File: config.mk
export PLATFORM = sky130hd
export DESIGN_NAME = amem_read_ctrl
export DESIGN_NICKNAME = d
export VERILOG_FILES = /design/src/rtl/amem_rd_pkg.sv /design/src/rtl/amem_cycle_seq.sv /design/src/rtl/amem_strobe_gen.sv /design/src/rtl/amem_read_ctrl.sv
export SDC_FILE = /design/constraint.sdc
export NUM_CORES = 1
export LEC_CHECK = 0
export ABC_AREA = 1
export BUFFER_PORTS_ARGS = -buffer_cell sky130_fd_sc_hd__buf_4
export CAP_MARGIN = 20
export CORE_UTILIZATION = 51
export CTS_CLUSTER_DIAMETER = 30
export CTS_CLUSTER_SIZE = 24
export DETAILED_ROUTE_END_ITERATION = 10
export PLACE_DENSITY_LB_ADDON = 0.12
export SLEW_MARGIN = 40
export SYNTH_ARGS = -nofsm -noshare
export SYNTH_HDL_FRONTEND = slang
export SYNTH_SLANG_ARGS = --single-unit
File: constraint.sdc
create_clock -name clk -period 4.4 [get_ports clk]
set_input_delay 0.44 -clock clk [delete_from_list [all_inputs] [get_ports clk]]
set_output_delay 0.44 -clock clk [all_outputs]
set_load 0.01 [all_outputs]
File: src/rtl/amem_rd_pkg.sv
// Package: shared widths and the capture-select encoding of the
// asynchronous read controller. Assumes nothing beyond IEEE 1800-2017.
package amem_rd_pkg;
    localparam int ADDR_W = 24;
    localparam int DATA_W = 8;
    localparam int NUM_STROBES = 2;
    localparam int STB_CS = 0;
    localparam int STB_RD = 1;

    typedef enum logic {
        CAP_ON_CS = 1'b0,
        CAP_ON_RD = 1'b1
    } cap_sel_e;
endpackage

File: src/rtl/amem_cycle_seq.sv
// Module: access sequencer. Counts clock periods of one access and
// reports the next-state count, so that strobe registers can be
// computed one edge ahead. Assumes cycle_len_i is stable while busy.
module amem_cycle_seq #(
    parameter int CNT_W = 6
) (
    input  logic             clk,
    input  logic             rst_n,
    input  logic             start_i,
    input  logic [CNT_W-1:0] cycle_len_i,
    output logic             busy_o,
    output logic             busy_nxt_o,
    output logic [CNT_W-1:0] cnt_nxt_o,
    output logic             done_o,
    output logic             zero_len_o
);
    logic [CNT_W-1:0] cnt_q;
    logic             busy_q;
    logic [CNT_W-1:0] len_eff;
    logic             last;

    // Clamp a zero length to one clock and detect the final period.
    always_comb begin
        zero_len_o = (cycle_len_i == '0);
        len_eff    = zero_len_o ? CNT_W'(1) : cycle_len_i;
        last       = busy_q && (({1'b0, cnt_q} + (CNT_W+1)'(1)) >= {1'b0, len_eff});
        busy_nxt_o = start_i || (busy_q && !last);
        if (start_i)
            cnt_nxt_o = '0;
        else if (busy_q && !last)
            cnt_nxt_o = cnt_q + CNT_W'(1);
        else
            cnt_nxt_o = '0;
        done_o = last;
    end

    // Hold the period counter and busy state.
    always_ff @(posedge clk) begin
        if (!rst_n) begin
            cnt_q  <= '0;
            busy_q <= 1'b0;
        end else begin
            cnt_q  <= cnt_nxt_o;
            busy_q <= busy_nxt_o;
        end
    end

    assign busy_o = busy_q;

    AST_CNT_IN_RANGE: assert property (@(posedge clk) disable iff (!rst_n)
        busy_q |-> ({1'b0, cnt_q} < {1'b0, len_eff}));
endmodule

File: src/rtl/amem_strobe_gen.sv
// Module: one active-low strobe. Decides from the next-state period
// count whether the strobe is low in the coming period and registers
// that, giving glitch-free outputs. Assumes setup/pulse stable while busy.
module amem_strobe_gen #(
    parameter int CNT_W = 6
) (
    input  logic             clk,
    input  logic             rst_n,
    input  logic             run_nxt_i,
    input  logic [CNT_W-1:0] cnt_nxt_i,
    input  logic [CNT_W-1:0] setup_i,
    input  logic [CNT_W-1:0] pulse_i,
    output logic             strobe_n_o,
    output logic             asrt_nxt_o,
    output logic             zero_pulse_o
);
    logic [CNT_W-1:0] pulse_eff;
    logic [CNT_W:0]   win_end;

    // Compute the low window for the next period.
    always_comb begin
        zero_pulse_o = (pulse_i == '0);
        pulse_eff    = zero_pulse_o ? CNT_W'(1) : pulse_i;
        win_end      = {1'b0, setup_i} + {1'b0, pulse_eff};
        asrt_nxt_o   = run_nxt_i && (cnt_nxt_i >= setup_i) && ({1'b0, cnt_nxt_i} < win_end);
    end

    // Register the strobe level (high in reset).
    always_ff @(posedge clk) begin
        if (!rst_n)
            strobe_n_o <= 1'b1;
        else
            strobe_n_o <= !asrt_nxt_o;
    end
endmodule

File: src/rtl/amem_read_ctrl.sv
// Module: asynchronous memory read-cycle controller (top). Accepts a
// request, runs two independently timed strobes, captures the data byte
// at the rising edge of the strobe picked by cfg_cap_on_rd and returns
// it with a one-clock acknowledge. Assumes configuration inputs are
// held stable while busy is high.
module amem_read_ctrl
    import amem_rd_pkg::*;
#(
    parameter int CNT_W = 6
) (
    input  logic              clk,
    input  logic              rst_n,
    input  logic              req_valid,
    input  logic [ADDR_W-1:0] req_addr,
    output logic              req_ack,
    output logic [DATA_W-1:0] ack_data,
    output logic              busy,
    input  logic [CNT_W-1:0]  cfg_cs_setup,
    input  logic [CNT_W-1:0]  cfg_cs_pulse,
    input  logic [CNT_W-1:0]  cfg_rd_setup,
    input  logic [CNT_W-1:0]  cfg_rd_pulse,
    input  logic [CNT_W-1:0]  cfg_cycle,
    input  logic              cfg_cap_on_rd,
    output logic              cfg_err,
    output logic [ADDR_W-1:0] mem_addr,
    input  logic [DATA_W-1:0] mem_data_in,
    output logic              mem_cs_n,
    output logic              mem_rd_n
);
    logic              start;
    logic              busy_nxt;
    logic [CNT_W-1:0]  cnt_nxt;
    logic              done;
    logic              zero_cycle;
    logic [CNT_W-1:0]  setup_a  [NUM_STROBES];
    logic [CNT_W-1:0]  pulse_a  [NUM_STROBES];
    logic              stb_n    [NUM_STROBES];
    logic              asrt_nxt [NUM_STROBES];
    logic              zero_p   [NUM_STROBES];
    logic              sel_now;
    logic              sel_nxt;
    logic              cap_fire;
    logic [ADDR_W-1:0] addr_q;
    logic [DATA_W-1:0] cap_q;
    logic [DATA_W-1:0] ack_data_q;
    logic              ack_q;
    logic              err_q;
    cap_sel_e          cap_sel;

    // Accept only when idle and not in the acknowledge period.
    assign start = req_valid && !busy && !ack_q;

    amem_cycle_seq #(.CNT_W(CNT_W)) u_seq (
        .clk         (clk),
        .rst_n       (rst_n),
        .start_i     (start),
        .cycle_len_i (cfg_cycle),
        .busy_o      (busy),
        .busy_nxt_o  (busy_nxt),
        .cnt_nxt_o   (cnt_nxt),
        .done_o      (done),
        .zero_len_o  (zero_cycle)
    );

    // Route per-strobe timing into arrays for the generate loop.
    always_comb begin
        setup_a[STB_CS] = cfg_cs_setup;
        pulse_a[STB_CS] = cfg_cs_pulse;
        setup_a[STB_RD] = cfg_rd_setup;
        pulse_a[STB_RD] = cfg_rd_pulse;
    end

    for (genvar g = 0; g < NUM_STROBES; g++) begin : g_stb
        amem_strobe_gen #(.CNT_W(CNT_W)) u_stb (
            .clk          (clk),
            .rst_n        (rst_n),
            .run_nxt_i    (busy_nxt),
            .cnt_nxt_i    (cnt_nxt),
            .setup_i      (setup_a[g]),
            .pulse_i      (pulse_a[g]),
            .strobe_n_o   (stb_n[g]),
            .asrt_nxt_o   (asrt_nxt[g]),
            .zero_pulse_o (zero_p[g])
        );
    end

    // Pick the capture strobe; fire on the edge that raises it.
    always_comb begin
        cap_sel  = cap_sel_e'(cfg_cap_on_rd);
        sel_now  = (cap_sel == CAP_ON_RD) ? !stb_n[STB_RD] : !stb_n[STB_CS];
        sel_nxt  = (cap_sel == CAP_ON_RD) ? asrt_nxt[STB_RD] : asrt_nxt[STB_CS];
        cap_fire = sel_now && !sel_nxt;
    end

    // Latch the address, capture data and build the acknowledge.
    always_ff @(posedge clk) begin
        if (!rst_n) begin
            addr_q     <= '0;
            cap_q      <= '0;
            ack_data_q <= '0;
            ack_q      <= 1'b0;
        end else begin
            if (start) begin
                addr_q <= req_addr;
                cap_q  <= '0;
            end else if (cap_fire) begin
                cap_q  <= mem_data_in;
            end
            if (done)
                ack_data_q <= cap_fire ? mem_data_in : cap_q;
            ack_q <= done;
        end
    end

    // Sticky flag for zero pulse or cycle lengths used by an access.
    always_ff @(posedge clk) begin
        if (!rst_n)
            err_q <= 1'b0;
        else if (start && (zero_cycle || zero_p[STB_CS] || zero_p[STB_RD]))
            err_q <= 1'b1;
    end

    assign req_ack  = ack_q;
    assign ack_data = ack_data_q;
    assign cfg_err  = err_q;
    assign mem_addr = addr_q;
    assign mem_cs_n = stb_n[STB_CS];
    assign mem_rd_n = stb_n[STB_RD];

    AST_ADDR_STABLE: assert property (@(posedge clk) disable iff (!rst_n)
        (busy && $past(busy)) |-> $stable(mem_addr));
    AST_STROBES_IDLE: assert property (@(posedge clk) disable iff (!rst_n)
        !busy |-> (mem_cs_n && mem_rd_n));
    AST_ACK_ONE_CYCLE: assert property (@(posedge clk) disable iff (!rst_n)
        req_ack |=> !req_ack);
    AST_ACK_AFTER_BUSY: assert property (@(posedge clk) disable iff (!rst_n)
        req_ack |-> (!busy && $past(busy)));
    AST_ERR_STICKY: assert property (@(posedge clk) disable iff (!rst_n)
        cfg_err |=> cfg_err);
endmodule

# Word-level counts from Yosys, hierarchy flattened
# Cells that the tools add are included.
# totals
word_cells	52
out_inout_bits	37
regBits	51
# op_classes
addsub	4
bitwise	1
mux	8
magnitude_cmp	5
n_reduce_logical	25
# op_table
op	n
2-to-1 mux 6 bit	5
zero test 6 bit	3
adder 6 x 6 -> 7 bit	2
< comparator 6 x 7 -> 1 bit	2
>= comparator 6 bit	2
logical AND 1 bit	10
zero test 1 bit	8
2-to-1 mux 8 bit	1
adder 6 x 1 -> 7 bit (second input constant)	1
>= comparator 7 x 6 -> 1 bit	1
adder 6 x 1 -> 6 bit (second input constant)	1
logical OR 1 bit	3
2-to-1 mux 1 bit	2
OR reduction 2 bit	1
NOT 1 bit	1

# Depth between registers and ports, before layout
# Gate-level depths: netlist of the first run.
# depth
word_depth	15
depth_mapped	28
depth_no_buf	27

# By module
# A second synthesis of the first run with hierarchy kept.
# unflattened
cells_unflattened	476
hier_area_um2	3399.5
# by_module_without_submodules
module	instances	cells_per_inst	seq_area_each_um2	area_each_um2
amem_read_ctrl	1	207	840.8	1629.1
amem_strobe_gen	2	97	20.0	605.6
amem_cycle_seq	1	75	140.1	559.3

# Worst setup path after synthesis of the first run
# OpenSTA, ideal clock, no wires.
# synth_path
kind	flip-flop to flip-flop
from	register u_seq.cnt_q[2]
to	register ack_data_q[4] (netlist: ack_data[4])
synth_period_minus_slack_ns	3.701
arrival_time_ns	3.592
setup_ns	0.109
setup_slack_ns	0.699
path_stages_with_launch	26
path_cell_list	dfxtp_1 -> nand3_1 -> nor3_1 -> xor2_1 -> inv_1 -> ha_1 -> a21oi_2 -> nand2_1 -> a21oi_2 -> nand3_2 -> clkbuf_1 -> nor3_1 -> ha_1 -> nand2_1 -> inv_1 -> o21ai_0 -> o2111ai_1 -> and3_1 -> nand2_1 -> nand2_2 -> nand2_4 -> nand2_8 -> nand2_2 -> nand3_1 -> nand2_1 -> inv_1
# synth_via
elab_chain_len	14
elab_cells_between_ends	21
# synth_rtl
element	line_no	text
from (decl)	amem_cycle_seq.sv:17	logic [CNT_W-1:0] cnt_q;
from (signal assigned)	amem_cycle_seq.sv:43	cnt_q <= cnt_nxt_o;
adder 6 x 1 -> 7 bit	amem_cycle_seq.sv:26	last = busy_q && (({1'b0, cnt_q} + (CNT_W+1)'(1)) >= {1'b0, len_eff});
>= comparator 7 x 6 -> 1 bit	amem_cycle_seq.sv:26	
logical AND 1 bit	amem_cycle_seq.sv:26	
zero test 1 bit	amem_cycle_seq.sv:30	else if (busy_q && !last)
logical AND 1 bit	amem_cycle_seq.sv:30	
2-to-1 mux 6 bit *	amem_cycle_seq.sv:30	
2-to-1 mux 6 bit *	amem_cycle_seq.sv:28	if (start_i)
named net cnt_nxt[3]	amem_read_ctrl.sv:32	logic [CNT_W-1:0] cnt_nxt;
>= comparator 6 bit	amem_strobe_gen.sv:25	asrt_nxt_o = run_nxt_i && (cnt_nxt_i >= setup_i) && ({1'b0, cnt_nxt_i} < win_end);
logical AND 1 bit (2 in series)	amem_strobe_gen.sv:25	
2-to-1 mux 1 bit *	amem_read_ctrl.sv:91	sel_nxt = (cap_sel == CAP_ON_RD) ? asrt_nxt[STB_RD] : asrt_nxt[STB_CS];
zero test 1 bit *	amem_read_ctrl.sv:92	cap_fire = sel_now && !sel_nxt;
logical AND 1 bit *	amem_read_ctrl.sv:92	
2-to-1 mux 8 bit *	n/a	
to (signal assigned)	amem_read_ctrl.sv:110	ack_data_q <= cap_fire ? mem_data_in : cap_q;
to (decl)	amem_read_ctrl.sv:45	logic [DATA_W-1:0] ack_data_q;
# The timed path passes the listed nets; every way through them passes the cells marked *.
# A chain may end at the register's enable or synchronous reset.

# Worst setup path after layout of the first run
# layout_path
from	register u_seq.cnt_q[0]
to	register ack_data_q[1] (netlist: ack_data[1])
# The elaborated chain is that of the path after synthesis.

==> results_dict.tcl, run 1 <==
set metrics [dict create \
    combPwrFrac_pct 22.5 \
    clock-sinks 51 \
    first_pass_iters 4 \
    synth_nets 545 \
    register_area_um2 1020 \
    worstPathArrival_ns 4.20 \
    htreeDepth 2 \
    setup_violations 0 \
    area_growth_pct 30.9 \
    nets 643 \
    grt_setup_unrepaired "false" \
    io_pins 103 \
    timing.slew.headroom_pct 65.0 \
    dp_hpwl_mm 6.05 \
    power_density_nw_per_um2 271 \
    critical_path_class "flop to flop" \
    ys_ff_latch 51 \
    sw_frac_of_total_pct 26.2 \
    grtUsageTotal_pct 24.2 \
    hp-class "input port to flop" \
    power.share.clock_pct 33.5 \
    worst_ep_required_time_ns 4.61 \
    gp_congestion 0.834 \
    start_util_pct 53.5 \
    fin_setup_tns_ns 0 \
    multiInputGateArea_um2 1900 \
    clkTransAtPathRegs_ns 0.09 \
    insertion_delay_ns 0.30 \
    routedWlPerCell_um 12.6 \
    cts_buffers 5 \
    worst_slew_pin_slew_ns 0.523 \
    p_sw_uw 296 \
    viasPerCell 5.06 \
    yosysSeqAreaShare_pct 32.1 \
    vias 3085 \
    final_area_um2 4170 \
    die-area_um2 6570 \
    grt_overflow 0 \
    hold_start "req_addr[5]" \
    drv_cap 0 \
    run_status "finished, final reports clean" \
    rr_startpoint "u_seq.cnt_q[0]" \
    ir_worst_vdd_mv 0.236 \
    cp_max_fo 12 \
    hold_viol_final 0 \
    power_frac_seq_pct 44.0 \
    max_freq_ghz 0.251 \
    antenna_cells 0 \
    syn_inst 436 \
    numPortBuffers 102 \
    syn_area_um2 3190 \
    final_common_cell "buf_4" \
    cp-start-kind "flop" \
    cts_buffer_depth 2 \
    die_w_um 81.0 \
    period_needed_ns 3.99 \
    core_area_um2 5960 \
    syn_area_per_cell_um2 7.31 \
    drt_iter0_markers 85 \
    p_leak_nw 2.19 \
    placed_cells 601 \
    drt_wl_total_mm 7.68 \
    num_rows 28 \
    cts_tree "built" \
    final_cell_mix "buf_4 (106), nor2_1 (81), nand2_1 (56)" \
    grt_pass1_wl_mm 12.4 \
    drc 0 \
    stdcell_count 610 \
    grt_max_degree 29 \
    internal-power_uw 833 \
    cts-root-buf "clkbuf_8" \
    antenna_found_initial 0 \
    final.fill_count 529 \
    die_y_um 81.0 \
    skew_ns 0.00623 \
    drv_slew 0 \
    cp-startpoint "u_seq.cnt_q[0]" \
    endpoint_kind "flop" \
    synth_warnings 0 \
    synthDistinctLibCells 32 \
    grt_pass1_vias 2901 \
    drive_gt1_share_pct 25.8 \
    place_area_um2 4020 \
    ant_nets 0 \
    finalCritPeriodShare_pct 90.6 \
]
[synthesized netlist by cell type]
library cell | count | area share, %
clkbuf_1 | 15 | 1.8
and3_1 | 2 | 0.39
a21oi_2 | 3 | 0.82
nand4_2 | 1 | 0.39
a21oi_1 | 23 | 3.6
nand3_4 | 1 | 0.55
nand2_8 | 1 | 0.63
clkinv_1 | 1 | 0.12
o2111ai_1 | 2 | 0.55
inv_2 | 1 | 0.12
nor4_1 | 6 | 1.2
buf_2 | 1 | 0.16
o21bai_1 | 1 | 0.24
nand2_4 | 1 | 0.35
nand4_1 | 3 | 0.59
nor2_4 | 2 | 0.71
nand3_1 | 29 | 4.6
nor3_4 | 1 | 0.51
ha_1 | 41 | 16
inv_1 | 55 | 6.5
o2111a_1 | 1 | 0.35
nand3_2 | 3 | 0.94
nor2_1 | 81 | 9.5
xor2_1 | 1 | 0.27
o21ai_0 | 29 | 4.6
xnor2_1 | 6 | 1.6
nand3b_1 | 1 | 0.24
nand2_1 | 56 | 6.6
fa_1 | 2 | 1.3
nor3_1 | 6 | 0.94
nand2_2 | 9 | 1.8
dfxtp_1 | 51 | 32
[registers in the layout (all words and copies together) (netlist names)]
register and flops:
mem_addr 24, u_seq.busy_o 1, u_seq.cnt_q 6, g_stb.u_stb.strobe_n_o 2
ack_data 8, req_ack 1, cap_q 8, cfg_err 1
[stage by stage]
stage               utilization [%]  power (mW)  worst slack (ns)  hold slack (ns)
floorplan                         -       0.645             0.699            0.445
global placement               67.3       0.749             0.405            0.454
detailed placement             67.5       0.759             0.164            0.458
CTS                            69.7        1.14             0.146            0.345
global route                   70.0        1.19            0.0281            0.350
finish                         70.0        1.13             0.415            0.353
[logic make-up (layout without fill, tap and decap cells)]
family                     after synthesis  in the layout  share of synthesized area, %
AOI/OAI and AO/OA                       59             59                          10.1
xor gates and xnor gates                 7              7                          1.92
adders and majority gates               43             43                          17.4
buffers and inverters                   73            172                          8.64
DFF                                     51             51                          32.1
and+or+nand+nor                        203            203                          29.9
[cell type report]
type | instances | area share, %
Multi-Input combinational cell | 312 | 45.6
Sequential cell | 51 | 24.5
Timing Repair Buffer | 107 | 19.4
Inverter | 57 | 5.13
Tap cell | 75 | 2.25
Clock buffer | 6 | 1.74
Clock inverter | 2 | 1.44
[critical path: stages, from the launching register on]
cell       delay, ns
dfxtp_1         0.40
nand3_1         0.14
nor3_1          0.20
xor2_1          0.21
inv_1           0.07
ha_1            0.33
a21oi_2         0.14
nand2_1         0.07
a21oi_2         0.23
nand3_4         0.18
nor3_1          0.23
buf_4           0.19
ha_1            0.25
nand2_1         0.07
inv_1           0.03
o21ai_0         0.16
o2111ai_1       0.13
and3_1          0.20
nand2_1         0.08
nand2_2         0.06
nand2_4         0.14
nand2_8         0.10
nand2_2         0.09
nand3_1         0.07
nand2_1         0.08
inv_1           0.03
[routing by layer]
metal,track usage [%],routed length (um),up-vias
li1,-,-,1610
met1,28.7,3340,1393
met2,42.7,3820,75
met3,6.63,456,7
met4,6.61,66,0
met5,0,0,-
[power by group through the flow]
| stage | clock network [mW] | registers, mW | logic (mW) |
|---|---|---|---|
| floorplan | 0 | 0.515 | 0.130 |
| global placement | 0 | 0.505 | 0.243 |
| detailed placement | 0 | 0.506 | 0.253 |
| CTS | 0.386 | 0.496 | 0.254 |
| global route | 0.403 | 0.499 | 0.287 |
| finish | 0.378 | 0.496 | 0.254 |
[what timing repair did]
| action | CTS | global route |
|---|---|---|
| setup endpoints to repair | 0 | 16 |
| hold endpoints to repair | 0 | 0 |
| buffers inserted | 0 | 1 |
| hold buffers | 0 | 0 |
| resized for setup | 0 | 2 |
[path summary, 6_finish.rpt]
path / endpoint / slack, ns / depth (start not counted)
worst min register to register: cap_q[3] / 0.47 / 2
worst max register to register: ack_data[1] / 0.41 / 25
worst min-delay path: mem_addr[5] / 0.35 / 3
worst max-delay path: ack_data[1] / 0.41 / 25
Power figures use the tool's default switching activity.
==> inputs of run 2 (changes only) <==
- CTS_BUF_LIST: unset -> sky130_fd_sc_hd__clkbuf_16
- clock period: 4.4 -> 4 ns (I/O delays scaled with it)
==> run 2 against run 1 <==
Clock power increased by 42%. Total power increased by 21%. First-iteration DRC count decreased by 7.1%. Highest routed layer unchanged. Die area unchanged. Critical path type unchanged. Core utilization increased by 1.6 points. Non-clock buffer count increased by 2.
==> results_dict.tcl, run 2 (synthesis results as in run 1) <==
set metrics [dict create \
    io_pins 103 \
    die_y_um 81.0 \
    routedWlPerCell_um 12.1 \
    multiInputGateArea_um2 1930 \
    start_util_pct 53.5 \
    power_density_nw_per_um2 319 \
    final_common_cell "buf_4" \
    grt_pass1_vias 2850 \
    drv_slew 0 \
    power.share.clock_pct 39.4 \
    dp_hpwl_mm 5.82 \
    timing.slew.headroom_pct 65.0 \
    p_leak_nw 2.23 \
    drive_gt1_share_pct 27.0 \
    holdBufCountCts 0 \
    power_mw 1.36 \
    placed_cells 603 \
    worstPathArrival_ns 3.86 \
    clock-sinks 51 \
    power_frac_seq_pct 40.2 \
    stdcell_count 612 \
    cts_buffer_depth 2 \
    grt_overflow 0 \
    finalCritPeriodShare_pct 91.7 \
    finalWorstSetupSlack_ns 0.333 \
    combPwrFrac_pct 20.4 \
    num_rows 28 \
    htreeDepth 2 \
    grtUsageTotal_pct 23.5 \
    final.fill_count 520 \
    core_area_um2 5960 \
    largest_reg_flops 24 \
    antenna_cells 0 \
    final_area_um2 4270 \
    crit_slowest_cell "dfxtp_2" \
    register_area_um2 1020 \
    drv_cap 0 \
    drt_iter0_markers 79 \
    grt_max_degree 29 \
    cts_buffers 5 \
    worst_ep_required_time_ns 4.19 \
    drc 0 \
    cpPeakStageDelay_ns 0.37 \
    final_cell_mix "buf_4 (109), nor2_1 (80), inv_1 (56), nand2_1 (56), dfxtp_1 (49)" \
    pre_cts_ws_ns -0.0263 \
    crit_chain "nand3_2, nor3_2, xor2_1, inv_1, ha_1, a21oi_2, nand2_1, a21oi_4, nand3_4, nor3_1, buf_4, ha_1, a21oi_1, nor2_1, o21ai_0, and3_1, nand2_1, nand2_2, nand2_4, nand3_1, nand3_1, nand2_1, inv_1" \
    clkTransAtPathRegs_ns 0.07 \
    hp-class "input port to flop" \
    run_status "finished, final reports clean" \
    die_w_um 81.0 \
    sw_frac_of_total_pct 24.8 \
    hold_viol_final 0 \
    max_freq_ghz 0.273 \
    first_pass_iters 4 \
    viasPerCell 4.99 \
    vias 3052 \
    internal-power_mw 1.02 \
    cp_max_fo 9 \
    cp-start-kind "flop" \
    path_common_cell "nand2_1" \
    antenna_found_initial 0 \
    worst_slew_pin_slew_ns 0.522 \
    endpoint_kind "flop" \
    critical_path_class "flop to flop" \
    period_needed_ns 3.67 \
    nets 645 \
    setup_violations 0 \
    place_area_um2 4030 \
    whs_ns 0.327 \
    cts-root-buf "clkbuf_16" \
    drt_wl_total_mm 7.42 \
    fin_setup_tns_ns 0 \
    skew_ns 0.00448 \
    grt_pass1_wl_mm 12.0 \
    gp_congestion 0.891 \
    numPortBuffers 102 \
    cts_tree "built" \
    ir_worst_vdd_mv 0.265 \
    die-area_um2 6570 \
    final_util_pct 71.6 \
    p_sw_uw 337 \
    area_growth_pct 33.9 \
    ant_nets 0 \
    insertion_delay_ns 0.29 \
]
-- run 2: cell count changes in the layout (fill, tap and decap cells not counted), moves of 2 or more --
cell	delta
dfxtp_2	+2
clkbuf_16	+5
dfxtp_1	-2
clkbuf_8	-5
buf_4	+3
-- run 2: what timing repair did --
item                                    4_1_cts  5_1_grt
resized for setup                             1        8
endpoints found under the setup margin        8       16
setup buffers                                 0        1
pin swaps                                     0        1
-- run 2: critical path: cells and delay by family (launching register included) --
kind | cells | cell delay, ns
simple gates | 13 | 1.46
compound gates | 4 | 0.66
fa+ha+maj | 2 | 0.57
flops | 1 | 0.37
buf+inv | 3 | 0.28
xor+xnor | 1 | 0.21
-- run 2: layout make-up --
class	count	share of cell area (%)
multi-input combinational	312	45.2
sequential	51	24.0
timing repair buffer	109	19.2
inverter	57	5.02
clock buffer	5	2.93
tap	75	2.20
clock inverter	3	1.50
-- run 2: per-layer routing --
metal / routed length [um] / up-vias / part of all wire, % / global-route usage (%)
met5: 0 / - / 0 / 0
met4: 107 / 0 / 1.4 / 7.50
met3: 465 / 12 / 6.3 / 7.53
met2: 3520 / 67 / 47 / 39.6
met1: 3330 / 1354 / 45 / 28.3
li1: - / 1619 / - / -
-- run 2: worst paths after layout --
kind | from | to | slack, ns | cells past startpoint
hold reg to reg | cap_q[2] | cap_q[2] | 0.47 | 2
hold / removal | req_addr[3] | mem_addr[3] | 0.33 | 3
setup reg to reg | u_seq.cnt_q[0] | ack_data[7] | 0.33 | 23
setup / recovery | u_seq.cnt_q[0] | ack_data[7] | 0.33 | 23
-- run 2: power by group through the flow --
| stage | sequential, mW | combinational (mW) | clock (mW) |
|---|---|---|---|
| floorplan | 0.567 | 0.143 | 0 |
| global placement | 0.556 | 0.270 | 0 |
| detailed placement | 0.556 | 0.277 | 0 |
| CTS | 0.546 | 0.279 | 0.543 |
| global route | 0.549 | 0.315 | 0.564 |
| finish | 0.546 | 0.278 | 0.536 |
==> inputs of run 3 (changes only) <==
- CORE_UTILIZATION: 51 -> 46
- clock period: 4 -> 3.3 ns (I/O delays scaled with it)
==> run 3 against run 2 <==
The run now ends with negative setup slack left. Non-clock buffer count rose by 32. Cell area increased by 8.2%. Clock power increased by 7.8%. Combinational power grew 30%. Via count increased by 5.8%. Core utilization down 0.95 points. First-iteration DRC count up 38%. Register-to-register slack got worse by 0.52 ns. Worst setup slack worse by 0.52 ns. Clock skew increased by 0.0016 ns. Critical endpoint is now ack_data[6]. Highest routed layer unchanged.
==> results_dict.tcl, run 3 (synthesis results as in run 1) <==
set metrics [dict create \
    drv_cap 0 \
    use_met1_pct 30.1 \
    final.fill_count 555 \
    drt_wl_total_mm 8.43 \
    largest_reg_flops 24 \
    routedWlPerCell_um 13.0 \
    viasPerCell 4.98 \
    cp_top_family "simple AND/OR/NAND/NOR gates" \
    holdBufCountCts 0 \
    dp_hpwl_mm 6.21 \
    start_util_pct 48.8 \
    sw_frac_of_total_pct 26.4 \
    finalCritPeriodShare_pct 106 \
    crit_slowest_cell "dfxtp_2" \
    p_leak_nw 2.38 \
    area_growth_pct 44.9 \
    nets 679 \
    r2r_end "ack_data[6]" \
    cp-start-kind "flop" \
    clock-sinks 51 \
    io_pins 103 \
    r2r_setup_slack_ns -0.19 \
    finalWorstSetupSlack_ns -0.187 \
    cpPeakStageDelay_ns 0.35 \
    internal-power_mw 1.18 \
    pre_cts_ws_ns -0.415 \
    worst-path-stages 21 \
    num_rows 29 \
    timing.slew.headroom_pct 64.0 \
    critical_path_class "flop to flop" \
    final_util_pct 70.7 \
    gp_congestion 0.903 \
    crit_chain "nand3_2, nor3_2, xor2_1, inv_1, ha_4, a21oi_2, nand2_1, a21oi_2, nand3_4, buf_4, nor3_4, buf_4, ha_1, nand4_1, o2111a_1, nor2_4, nand3_2, nand3_1, nand3_1, nand2_1, inv_1" \
    drv_slew 0 \
    ant_nets 0 \
    numPortBuffers 102 \
    final_common_cell "buf_4" \
    power_density_nw_per_um2 347 \
    register_area_um2 1030 \
    cts-root-buf "clkbuf_16" \
    hp-class "input port to flop" \
    htreeDepth 2 \
    crit_end "ack_data[6]" \
    grt_pass1_vias 3151 \
    path_buf_inv 4 \
    die_w_um 85.2 \
    first_pass_iters 4 \
    violations "negative setup slack" \
    power_frac_seq_pct 41.3 \
    vias 3228 \
    die_y_um 85.2 \
    die-area_um2 7260 \
    grt_util_met2_pct 40.5 \
    max_freq_ghz 0.287 \
    p_sw_uw 423 \
    cp_max_fo 6 \
    endpoint_kind "flop" \
    final_cell_mix "buf_4 (141), nor2_1 (80), inv_1 (54), nand2_1 (54), dfxtp_1 (48)" \
    cts_tree "built" \
    cts_buffers 5 \
    grt_pass1_wl_mm 13.8 \
    grt_setup_unrepaired "true" \
    antenna_found_initial 0 \
    setup_violations 16 \
    cp-startpoint "u_seq.cnt_q[1]" \
    grtUsageTotal_pct 23.5 \
    insertion_delay_ns 0.29 \
    run_status "finished, violations left" \
    worstPathArrival_ns 3.68 \
    power.share.clock_pct 36.1 \
    antenna_cells 0 \
    skew_ns 0.00609 \
    combPwrFrac_pct 22.6 \
    worst_ep_required_time_ns 3.49 \
    ir_worst_vdd_mv 0.361 \
    grt_util_met3_pct 5.54 \
    worst_slew_pin_slew_ns 0.537 \
    grt_max_degree 29 \
    r2r_cells 21 \
    drt_iter0_markers 109 \
    drive_gt1_share_pct 34.7 \
    period_needed_ns 3.49 \
    core_area_um2 6530 \
    drc 0 \
    cts_buffer_depth 2 \
    grt_overflow 0 \
    grt-busiest-layer "met2" \
    rr_startpoint "u_seq.cnt_q[1]" \
    clkTransAtPathRegs_ns 0.07 \
    multiInputGateArea_um2 2050 \
    hold_viol_final 0 \
]
run 3: worst reg2reg max path, cell delays in order (launching register included):
cell	delay, ns
dfxtp_2	0.35
nand3_2	0.10
nor3_2	0.13
xor2_1	0.20
inv_1	0.10
ha_4	0.22
a21oi_2	0.11
nand2_1	0.07
a21oi_2	0.19
nand3_4	0.16
buf_4	0.18
nor3_4	0.16
buf_4	0.17
ha_1	0.14
nand4_1	0.09
o2111a_1	0.29
nor2_4	0.17
nand3_2	0.19
nand3_1	0.17
nand3_1	0.09
nand2_1	0.08
inv_1	0.04
run 3: power groups by stage:
stage          clock network (mW)  registers (mW)  logic, mW
2_1_floorplan                   0           0.687      0.178
3_3_place_gp                    0           0.674      0.340
3_5_place_dp                    0           0.675      0.347
4_1_cts                     0.584           0.662      0.359
5_1_grt                     0.612           0.665      0.405
6_report                    0.578           0.662      0.362
run 3: how the worst min path moves through the flow:
| stage | start | end | slack (ns) | depth (start not counted) |
|---|---|---|---|---|
| floorplan | cap_q[0] | cap_q[0] | 0.44 | 2 |
| global placement | cap_q[7] | cap_q[7] | 0.45 | 2 |
| detailed placement | cfg_err | cfg_err | 0.46 | 2 |
| CTS | req_addr[0] | mem_addr[0] | 0.27 | 3 |
| global route | req_addr[12] | mem_addr[12] | 0.27 | 3 |
| finish | req_addr[0] | mem_addr[0] | 0.26 | 3 |
run 3: stage by stage:
step                      hold WS (ns)  power [mW]  area, um^2  std cells  TNS (ns)
final                            0.263        1.60        4620        648     -2.38
after global routing             0.265        1.68        4620        648     -6.08
after CTS                        0.265        1.60        4560        647     -2.68
after detailed placement         0.461        1.02        4280        630     -5.85
after global placement           0.454        1.01        4280        630     -3.93
after floorplan                  0.445       0.865        3250        436    -0.406
run 3: repair_timing:
item / in CTS / in global routing
resized for setup: 12 / 10
gates cloned: 1 / 1
setup endpoints to repair: 16 / 16
pin swaps: 12 / 9
setup buffers: 8 / 0
run 3: layer usage:
layer | wire (um) | share of wire [%]
met5 | 0 | 0
met4 | 71 | 0.84
met1 | 3750 | 44
met2 | 4140 | 49
met3 | 470 | 5.6
run 3: area by class of cell:
| type | instances | area share [%] |
|---|---|---|
| repair buffers | 141 | 22.9 |
| clock inverters | 3 | 0.949 |
| flip-flops and latches | 51 | 22.3 |
| well taps | 77 | 2.09 |
| clock buffers | 5 | 2.71 |
| inverters | 57 | 4.64 |
| multi-input cells | 314 | 44.4 |
